## config.mk

```make
export PLATFORM = sky130hd
export DESIGN_NAME = ecp_fwd_tx
export DESIGN_NICKNAME = d
export VERILOG_FILES = /design/src/rtl/ecp_tx_pkg.sv /design/src/rtl/ecp_tx_fifo.sv /design/src/rtl/ecp_tx_sync.sv /design/src/rtl/ecp_tx_hs.sv /design/src/rtl/ecp_fwd_tx.sv
export SDC_FILE = /design/constraint.sdc
export NUM_CORES = 1
export LEC_CHECK = 0
export BUFFER_PORTS_ARGS = -buffer_cell sky130_fd_sc_hd__buf_2
export CAP_MARGIN = 20
export CORE_ASPECT_RATIO = 0.6
export CORE_UTILIZATION = 54
export DETAILED_ROUTE_END_ITERATION = 8
export GPL_TIMING_DRIVEN = 0
export MAX_ROUTING_LAYER = met4
export PLACE_DENSITY_LB_ADDON = 0.3
export SYNTH_ARGS = -nofsm -noshare
export SYNTH_HDL_FRONTEND = slang
export SYNTH_SLANG_ARGS = --single-unit
```

## constraint.sdc

```tcl
create_clock -name clk_i -period 2.85 [get_ports clk_i]
set_input_delay 0.1425 -clock clk_i [delete_from_list [all_inputs] [get_ports clk_i]]
set_output_delay 0.1425 -clock clk_i [all_outputs]
set_load 0.01 [all_outputs]
```

## src/rtl/ecp_tx_pkg.sv

```systemverilog
package ecp_tx_pkg;
  localparam int unsigned BYTE_W = 8;

  typedef struct packed {
    logic              is_cmd;
    logic [BYTE_W-1:0] byte_v;
  } tx_item_t;

  typedef enum logic [1:0] {
    HS_IDLE,
    HS_SETUP,
    HS_STROBE,
    HS_RELEASE
  } hs_state_e;
endpackage

```

## src/rtl/ecp_tx_fifo.sv

```systemverilog
module ecp_tx_fifo
  import ecp_tx_pkg::*;
#(
  parameter int unsigned DEPTH = 16,
  localparam int unsigned AW = $clog2(DEPTH),
  localparam int unsigned CW = AW + 1
) (
  input  logic     clk_i,
  input  logic     rst_ni,
  input  logic     push_i,
  input  tx_item_t item_i,
  input  logic     pop_i,
  output tx_item_t item_o,
  output logic     full_o,
  output logic     empty_o,
  output logic [CW-1:0] count_o,
  output logic     overflow_o
);
  tx_item_t        mem_q [DEPTH];
  logic [AW-1:0]   wr_ptr_q, rd_ptr_q;
  logic [CW-1:0]   cnt_q;
  logic            ovf_q;
  logic            do_push, do_pop;

  assign full_o  = (cnt_q == CW'(DEPTH));
  assign empty_o = (cnt_q == '0);
  assign count_o = cnt_q;
  assign overflow_o = ovf_q;
  assign item_o  = mem_q[rd_ptr_q];
  assign do_push = push_i && !full_o;
  assign do_pop  = pop_i && !empty_o;

  always_ff @(posedge clk_i) begin
    if (do_push) mem_q[wr_ptr_q] <= item_i;
  end

  always_ff @(posedge clk_i or negedge rst_ni) begin
    if (!rst_ni) begin
      wr_ptr_q <= '0;
      rd_ptr_q <= '0;
      cnt_q    <= '0;
      ovf_q    <= 1'b0;
    end else begin
      if (do_push) wr_ptr_q <= wr_ptr_q + 1'b1;
      if (do_pop)  rd_ptr_q <= rd_ptr_q + 1'b1;
      if (do_push && !do_pop)      cnt_q <= cnt_q + 1'b1;
      else if (do_pop && !do_push) cnt_q <= cnt_q - 1'b1;
      if (push_i && full_o) ovf_q <= 1'b1;
    end
  end

  assert_no_overflow_R3: assert property (@(posedge clk_i) disable iff (!rst_ni)
    (push_i && full_o && !pop_i) |=> (count_o == $past(count_o)) && overflow_o);
  assert_count_bound_R2: assert property (@(posedge clk_i) disable iff (!rst_ni)
    count_o <= CW'(DEPTH));
  assert_sticky_ovf_R3: assert property (@(posedge clk_i) disable iff (!rst_ni)
    overflow_o |=> overflow_o);
  assert_pop_nonempty_R4: assert property (@(posedge clk_i) disable iff (!rst_ni)
    pop_i |-> !empty_o);
endmodule

```

## src/rtl/ecp_tx_sync.sv

```systemverilog
module ecp_tx_sync #(
  parameter int unsigned STAGES = 2
) (
  input  logic clk_i,
  input  logic rst_ni,
  input  logic d_i,
  output logic q_o
);
  logic [STAGES-1:0] chain_q;

  for (genvar s = 0; s < STAGES; s++) begin : g_stage
    always_ff @(posedge clk_i or negedge rst_ni) begin
      if (!rst_ni) chain_q[s] <= 1'b0;
      else if (s == 0) chain_q[s] <= d_i;
      else chain_q[s] <= chain_q[(s == 0) ? 0 : s-1];
    end
  end

  assign q_o = chain_q[STAGES-1];
endmodule

```

## src/rtl/ecp_tx_hs.sv

```systemverilog
module ecp_tx_hs
  import ecp_tx_pkg::*;
#(
  parameter int unsigned TO_W = 16
) (
  input  logic            clk_i,
  input  logic            rst_ni,
  input  logic            en_i,
  input  logic            avail_i,
  input  tx_item_t        item_i,
  input  logic            busy_s_i,
  input  logic [TO_W-1:0] to_limit_i,
  output logic            pop_o,
  output logic            active_o,
  output logic [BYTE_W-1:0] pd_o,
  output logic            hostack_o,
  output logic            strobe_no,
  output logic            timeout_o
);
  hs_state_e         state_q;
  logic [TO_W-1:0]   cnt_q;
  logic [BYTE_W-1:0] pd_q;
  logic              hostack_q, strobe_q, to_q;
  logic              expired;

  assign expired   = (cnt_q == to_limit_i);
  assign pop_o     = (state_q == HS_IDLE) && en_i && avail_i && !busy_s_i;
  assign active_o  = (state_q != HS_IDLE);
  assign pd_o      = pd_q;
  assign hostack_o = hostack_q;
  assign strobe_no = strobe_q;
  assign timeout_o = to_q;

  always_ff @(posedge clk_i or negedge rst_ni) begin
    if (!rst_ni) begin
      state_q   <= HS_IDLE;
      cnt_q     <= '0;
      pd_q      <= '0;
      hostack_q <= 1'b1;
      strobe_q  <= 1'b1;
      to_q      <= 1'b0;
    end else begin
      unique case (state_q)
        HS_IDLE: if (pop_o) begin
          pd_q      <= item_i.byte_v;
          hostack_q <= !item_i.is_cmd;
          state_q   <= HS_SETUP;
        end
        HS_SETUP: if (!busy_s_i) begin
          strobe_q <= 1'b0;
          cnt_q    <= '0;
          state_q  <= HS_STROBE;
        end
        HS_STROBE: begin
          if (busy_s_i) begin
            strobe_q <= 1'b1;
            cnt_q    <= '0;
            state_q  <= HS_RELEASE;
          end else if (expired) begin
            strobe_q <= 1'b1;
            to_q     <= 1'b1;
            state_q  <= HS_IDLE;
          end else begin
            cnt_q <= cnt_q + 1'b1;
          end
        end
        HS_RELEASE: begin
          if (!busy_s_i) begin
            state_q <= HS_IDLE;
          end else if (expired) begin
            to_q    <= 1'b1;
            state_q <= HS_IDLE;
          end else begin
            cnt_q <= cnt_q + 1'b1;
          end
        end
        default: state_q <= HS_IDLE;
      endcase
    end
  end

  assert_setup_stable_R5: assert property (@(posedge clk_i) disable iff (!rst_ni)
    $fell(strobe_no) |-> $stable(pd_o) && $stable(hostack_o));
  assert_hold_stable_R5: assert property (@(posedge clk_i) disable iff (!rst_ni)
    !strobe_no |=> $stable(pd_o) && $stable(hostack_o));
  assert_no_strobe_busy_R6: assert property (@(posedge clk_i) disable iff (!rst_ni)
    $fell(strobe_no) |-> !$past(busy_s_i));
  assert_interlock_R7: assert property (@(posedge clk_i) disable iff (!rst_ni)
    $rose(strobe_no) |-> $past(busy_s_i) || $rose(timeout_o));
  assert_timeout_release_R8: assert property (@(posedge clk_i) disable iff (!rst_ni)
    $rose(timeout_o) |-> strobe_no && !active_o);
  assert_timeout_sticky_R8: assert property (@(posedge clk_i) disable iff (!rst_ni)
    timeout_o |=> timeout_o);
endmodule

```

## src/rtl/ecp_fwd_tx.sv

```systemverilog
module ecp_fwd_tx
  import ecp_tx_pkg::*;
#(
  parameter int unsigned DEPTH       = 16,
  parameter int unsigned TO_W        = 16,
  parameter int unsigned SYNC_STAGES = 2,
  localparam int unsigned CW = $clog2(DEPTH) + 1
) (
  input  logic              clk_i,
  input  logic              rst_ni,
  input  logic              fwd_en_i,
  input  logic [TO_W-1:0]   to_limit_i,
  input  logic              wr_valid_i,
  output logic              wr_ready_o,
  input  logic [BYTE_W-1:0] wr_data_i,
  input  logic              wr_cmd_i,
  output logic              full_o,
  output logic              empty_o,
  output logic [CW-1:0]     count_o,
  output logic              overflow_o,
  output logic              timeout_o,
  output logic [BYTE_W-1:0] pd_o,
  output logic              pd_oe_o,
  output logic              hostack_o,
  output logic              strobe_no,
  input  logic              busy_i
);
  tx_item_t wr_item, rd_item;
  logic     pop, busy_s, hs_active, oe_q;

  assign wr_item.is_cmd = wr_cmd_i;
  assign wr_item.byte_v = wr_data_i;
  assign wr_ready_o     = !full_o;

  ecp_tx_fifo #(.DEPTH(DEPTH)) i_fifo (
    .clk_i, .rst_ni,
    .push_i    (wr_valid_i),
    .item_i    (wr_item),
    .pop_i     (pop),
    .item_o    (rd_item),
    .full_o, .empty_o, .count_o, .overflow_o
  );

  ecp_tx_sync #(.STAGES(SYNC_STAGES)) i_busy_sync (
    .clk_i, .rst_ni,
    .d_i (busy_i),
    .q_o (busy_s)
  );

  ecp_tx_hs #(.TO_W(TO_W)) i_hs (
    .clk_i, .rst_ni,
    .en_i       (fwd_en_i),
    .avail_i    (!empty_o),
    .item_i     (rd_item),
    .busy_s_i   (busy_s),
    .to_limit_i (to_limit_i),
    .pop_o      (pop),
    .active_o   (hs_active),
    .pd_o, .hostack_o, .strobe_no, .timeout_o
  );

  always_ff @(posedge clk_i or negedge rst_ni) begin
    if (!rst_ni) oe_q <= 1'b0;
    else         oe_q <= fwd_en_i || hs_active;
  end
  assign pd_oe_o = oe_q;

  assert_oe_strobe_R9: assert property (@(posedge clk_i) disable iff (!rst_ni)
    !pd_oe_o |-> strobe_no);
  assert_no_start_disabled_R9: assert property (@(posedge clk_i) disable iff (!rst_ni)
    (!fwd_en_i && !hs_active) |=> strobe_no);
endmodule

```

# Word-level counts from Yosys, hierarchy flattened
# Memory sizes are Yosys's and may differ from the RTL's.
# Cells that the tools add are included.
# totals
memories	1
wordCells	79
reg_bits	46
in_bits	30
ramBits	144
out_inout_bits	21
# memory_table
name	depth	width	rd	rd_clocked_by_memory_dff	write_ports	line_no	source
i_fifo.mem_q	16	9	1	0	1	ecp_tx_fifo.sv:19	tx_item_t mem_q [DEPTH];
# classes
mux	23
reduce_logical	27
n_addsub	5
n_eq_ne	10
# op_table
operator	count
$mux 16	4
$pmux 16 s3	1
$add 16x1->16 const B	1
$eq 16x16->1	1
$mux 2	5
$mux 5	2
$reduce_and 3->1	3
$add 4x1->4 const B	2
$logic_and 1x1->1	8
$mux 1	8
$ne 2x2->1 const B	4
$pmux 2 s4	1
$reduce_bool 2->1	4
$logic_not 1->1	6
$add 5x1->5 const B	1
$eq 5x5->1 const B	1
$logic_not 5->1	1
$sub 5x1->5 const B	1
$eq 2x2->1 const B	2
$pmux 1 s2	2
$reduce_and 2->1	2
$ne 3x2->1 const B	1
$reduce_bool 3->1	1
$eq 2x1->1 const B	1
other kinds (2)	2

# Logic depth before layout (Yosys ltp)
# logic_depth
depth_word	8
mapped_depth	13
depth_no_buf	12

# By module
# A second synthesis with hierarchy kept.
# unflattened
hier_cells	521
area_unflattened_um2	8209.1
# by_module_without_submodules
mod	area_per_inst_um2	cells_each	n_inst	seq_area_each_um2
ecp_tx_fifo	6447.4	351	1	4674.5
ecp_tx_hs	1672.9	164	1	728.2
ecp_tx_sync	50.0	2	1	50.0
ecp_fwd_tx	38.8	4	1	25.0

# Least setup slack after synthesis
# Ideal clock, no wire load.
# synth_timing
path_type	reg2reg
start	register i_fifo.cnt_q[0], in the netlist i_fifo.count_o[0]
end	register i_fifo.cnt_q[4], in the netlist i_fifo.count_o[4]
n_path_buf	1
arrival_ns	2.855
stages_incl_launch_ff	14
period_less_slack_ns	2.983
required_ns	2.722
path_slack_ns	-0.133
setup_time_ns	0.128
path_cell_list	dfrtp_1 nor4_1 nor2b_1 nor4b_4 inv_2 buf_2 ha_1 inv_1 fa_1 a21o_1 a21oi_1 xnor2_1 nor2_1 xor2_1
# synth_via
elab_chain_len	8
word_cells_on_any_way	17
cone_classes	add/sub: 2; eq/ne: 1; mux: 2; reduce/logical: 12
# synth_lines
item	line_no	source
from (decl)	ecp_tx_fifo.sv:21	logic [CW-1:0] cnt_q;
from (signal assigned)	ecp_tx_fifo.sv:46	if (do_push && !do_pop) cnt_q <= cnt_q + 1'b1;
from (signal assigned)	ecp_tx_fifo.sv:47	else if (do_pop && !do_push) cnt_q <= cnt_q - 1'b1;
$logic_not 5->1 *	ecp_tx_fifo.sv:26	assign empty_o = (cnt_q == '0);
net empty_o	ecp_fwd_tx.sv:18	output logic empty_o,
$logic_not 1->1 *	ecp_tx_fifo.sv:31, ecp_fwd_tx.sv:53	
$logic_and 1x1->1 (2 in a row)	ecp_tx_hs.sv:27	assign pop_o = (state_q == HS_IDLE) && en_i && avail_i && !busy_s_i;
$logic_and 1x1->1 *	ecp_tx_fifo.sv:31	assign do_pop = pop_i && !empty_o;
$logic_not 1->1	ecp_tx_fifo.sv:46	
$logic_and 1x1->1	ecp_tx_fifo.sv:46	
$mux 5 / $reduce_bool 2->1 (equally long branches)	-	
# Mark *: on every way through the listed nets, which the timed path passes. The rest lies on a longest branch. The select of a mux whose other input is x is not followed.
# A chain may end at the register's enable or synchronous reset.

# Worst setup path after layout
# layout_timing
start	register i_fifo.cnt_q[0], in the netlist i_fifo.count_o[0]
end	register i_fifo.cnt_q[4], in the netlist i_fifo.count_o[4]
# layout_via
elab_chain_len	8
word_cells_on_any_way	17
cone_classes	add/sub: 2; eq/ne: 1; mux: 2; reduce/logical: 12
# layout_lines
item
branches (longest 8 deep; another with $sub 5x1->5)
# Parallel ways; which one is timed is not known. The select of a mux whose other input is x is not followed.

==> results.ini <==
[route]
ant_nets = 0
vias = 4790
vias_per_cell = 5.99
drtIter0Drc = 521
route.detailed.drc = 0
dr.pass1.iters = 5
routed_wl_mm = 17.2
detail_route.wl_per_cell_um = 21.5

[floorplan]
die_w_um = 161
rows = 34
io-pin-count = 51
initial_utilization_pct = 55.8
core_sq_um = 14600
fp.dieH_um = 97.2
dieArea_sq_um = 15600

[worst_setup_path]
critical_path.top_delay_family = simple AND/OR/NAND/NOR gates
critPathBufInv = 2
worstPathArrival_ps = 3010
slowest_stage = dfrtp_2
cp_max_fo = 4
cpPeakStageDelay_ps = 430
start_kind = register
rr_worst_depth = 12
required_ps = 3160
reg2reg_from = i_fifo.count_o[0]
end_kind = register
r2r_setup_slack_ps = 150
criticalPathCategory = register to register
reg2reg_to = i_fifo.count_o[4]
path_cells = nor4_4 -> nor2b_4 -> nor4b_4 -> bufinv_8 -> ha_4 -> inv_2 -> fa_2 -> a21o_1 -> a21oi_2 -> xnor2_1 -> nor2_1 -> xor2_1

[placed_design]
hpwl_mm = 11.8
portBuffers = 50
placed_area_sq_um = 8670
gp_congestion = 0.874
place_inst = 757

[clock_tree]
cts_buffers = 17
path_clk_slew_ps = 80
clkSinkCount = 190
cts_root_buf = clkbuf_16
cts_tree = yes
worstSkewPairLatency_ps = 440
htree_levels = 4
clk_path_buf_depth = 2

[finish]
drive_gt1_share_pct = 28.0
syn_to_final_growth_pct = 16.2
nNetsFinal = 629
final_common_cell = edfxtp_1
antenna_cells = 0
fin_cells = 799
layout_common_cells = 144 x edfxtp_1, 60 x buf_2, 42 x dfrtp_1
finalInstanceArea_sq_um = 9470

[timing]
drv_slew = 0
fmax_mhz = 370
relSlewSlack_pct = 25.7
tns_ps = 0
min_period_ps = 2700
fin_skew_ps = 15.1
worst_pin_slew_ps = 1110
hold_viol_final = 0
rsz0062_at_grt = no
fin_crit_sh_pct = 94.7
setup-violations-final = 0
hold_slack_ps = 49.4

[power_and_ir_drop]
finalPower_mw = 8.81
powerDensity_nw_per_um2 = 930
vdd_ir_drop_max_v = 0.000384
p_leak_nw = 3.39

[logic_synthesis]
syn_area_sq_um = 8150
ys_types = 51
synth_enable_flop_cells = 144
ys_warn_count = 0
async_flop_share_pct = 24.2
synth_seq_cells = 190
synthFlopType = edfxtp_1
yosysSeqAreaShare_pct = 67.2
synth_top_area_share_pct = 53.1
synth_top_cell_by_area = edfxtp_1
synthTopCellsByArea = edfxtp_1 53%, dfrtp_1 14%, mux4_2 8.8%, mux2i_1 2.1%, xor2_1 1.9%
synthCells = 509
syn_avg_cell_area_sq_um = 16.0
syn_nets = 550

[global_route]
grt_max_degree = 47
grtUsageTotal_pct = 24.3
grt_pass1_wl_mm = 26.4
grt_overflow = 0
antenna_found_initial = 0
grt_pass1_vias = 4540

[run]
max-cap-violations = 0

[run_status]
outcome = complete, no violations

[worst_hold_path]
hold_class = input port to asynchronous set/reset pin

## synth_stat cells (all sizes together), types with 6 or more instances
cell type	n
nor2	20
a21oi	17
mux4	32
nand4	10
ha	10
mux2	6
xnor2	10
clkbuf	10
dfrtp	44
o31ai	6
mux2i	17
or4	7
nand2	32
o21ai	12
nor3	7
or3	6
edfxtp	144
nand3	13
inv	7
xor2	18
buf	21
nor4	7
## metal layers
layer	share of wire (%)	GRT usage, %	vias to the layer above
met2	40	30.4	193
li1	-	-	2157
met3	8.8	4.61	25
met4	1.3	6.67	0
met1	50	39.7	2415
met5	0	-	-
## area by class of cell
type	count	area (sq um)
buffer	30	155
clock buffer	17	425
multi-input combinational	281	2560
inverter	7	40.0
timing repair buffer	61	355
clock inverter	15	210
sequential	190	5480
tap	198	248
fill	1000	5120
## how the worst max path moves through the flow
stage	from	to	slack, ps	cells past startpoint
after floorplan	i_fifo.count_o[0]	i_fifo.count_o[4]	3	13
after global placement	i_fifo.count_o[0]	i_fifo.count_o[4]	-310	13
after detailed placement	i_fifo.count_o[1]	i_fifo.count_o[4]	-410	13
after CTS	i_hs.state_q[1]	i_fifo.count_o[4]	10	12
after global routing	i_fifo.count_o[0]	i_fifo.count_o[4]	2	12
final	i_fifo.count_o[0]	i_fifo.count_o[4]	150	12
## worst register-to-register path, cell delays in order, from the launching register on
cell and delay (ps):
dfrtp_2 430, nor4_4 290, nor2b_4 290, nor4b_4 90, bufinv_8 230, ha_4 150, inv_2 70, fa_2 360
a21o_1 180, a21oi_2 130, xnor2_1 140, nor2_1 90, xor2_1 150
## through the flow
stage                     worst slack [ps]  utilization [%]
after floorplan                       2.78                -
after global placement                -311             59.3
after detailed placement              -407             59.4
after CTS                             11.3             64.5
after global routing                  1.69             64.9
final                                  151             64.9
## where the power goes
group	leakage (nW)	switching (mW)	internal, mW
Sequential	1.87	0.207	3.41
Clock	0.307	1.17	1.28
Combinational	1.21	1.57	1.16
Total	3.39	2.94	5.86
## repair_timing
action,in CTS,in global routing
endpoints found under the setup margin,2,1
gates resized for setup,7,5
endpoints found under the hold margin,47,0
hold buffers,4,0
pin swaps,1,5
buffers inserted,4,1
## registers in the layout (all words and copies together), names as in the netlist
signal	flops
i_fifo.overflow_o	1
i_hs.state_q	2
i_hs.timeout_o	1
i_hs.hostack_o	1
i_busy_sync.q_o	1
i_fifo.count_o	5
i_fifo.wr_ptr_q	4
i_hs.cnt_q	16
pd_oe_o	1
i_busy_sync.chain_q	1
i_fifo.mem_q	144
i_fifo.rd_ptr_q	4
i_hs.strobe_no	1
i_hs.pd_o	8
## cells by family (layout without fill, tap and decap cells)
logic type	count (synthesis)	after routing	synth area share, %
flip-flops	190	190	67.2
AND/OR/NAND/NOR	122	122	8.29
AO/OA/AOI/OAI	65	65	5.42
multiplexers	55	55	11.8
buffers and inverters	38	130	2.29
XOR/XNOR	28	28	3.24
adder cells (fa/ha/maj)	11	11	1.78
Power figures use the tool's default switching activity.
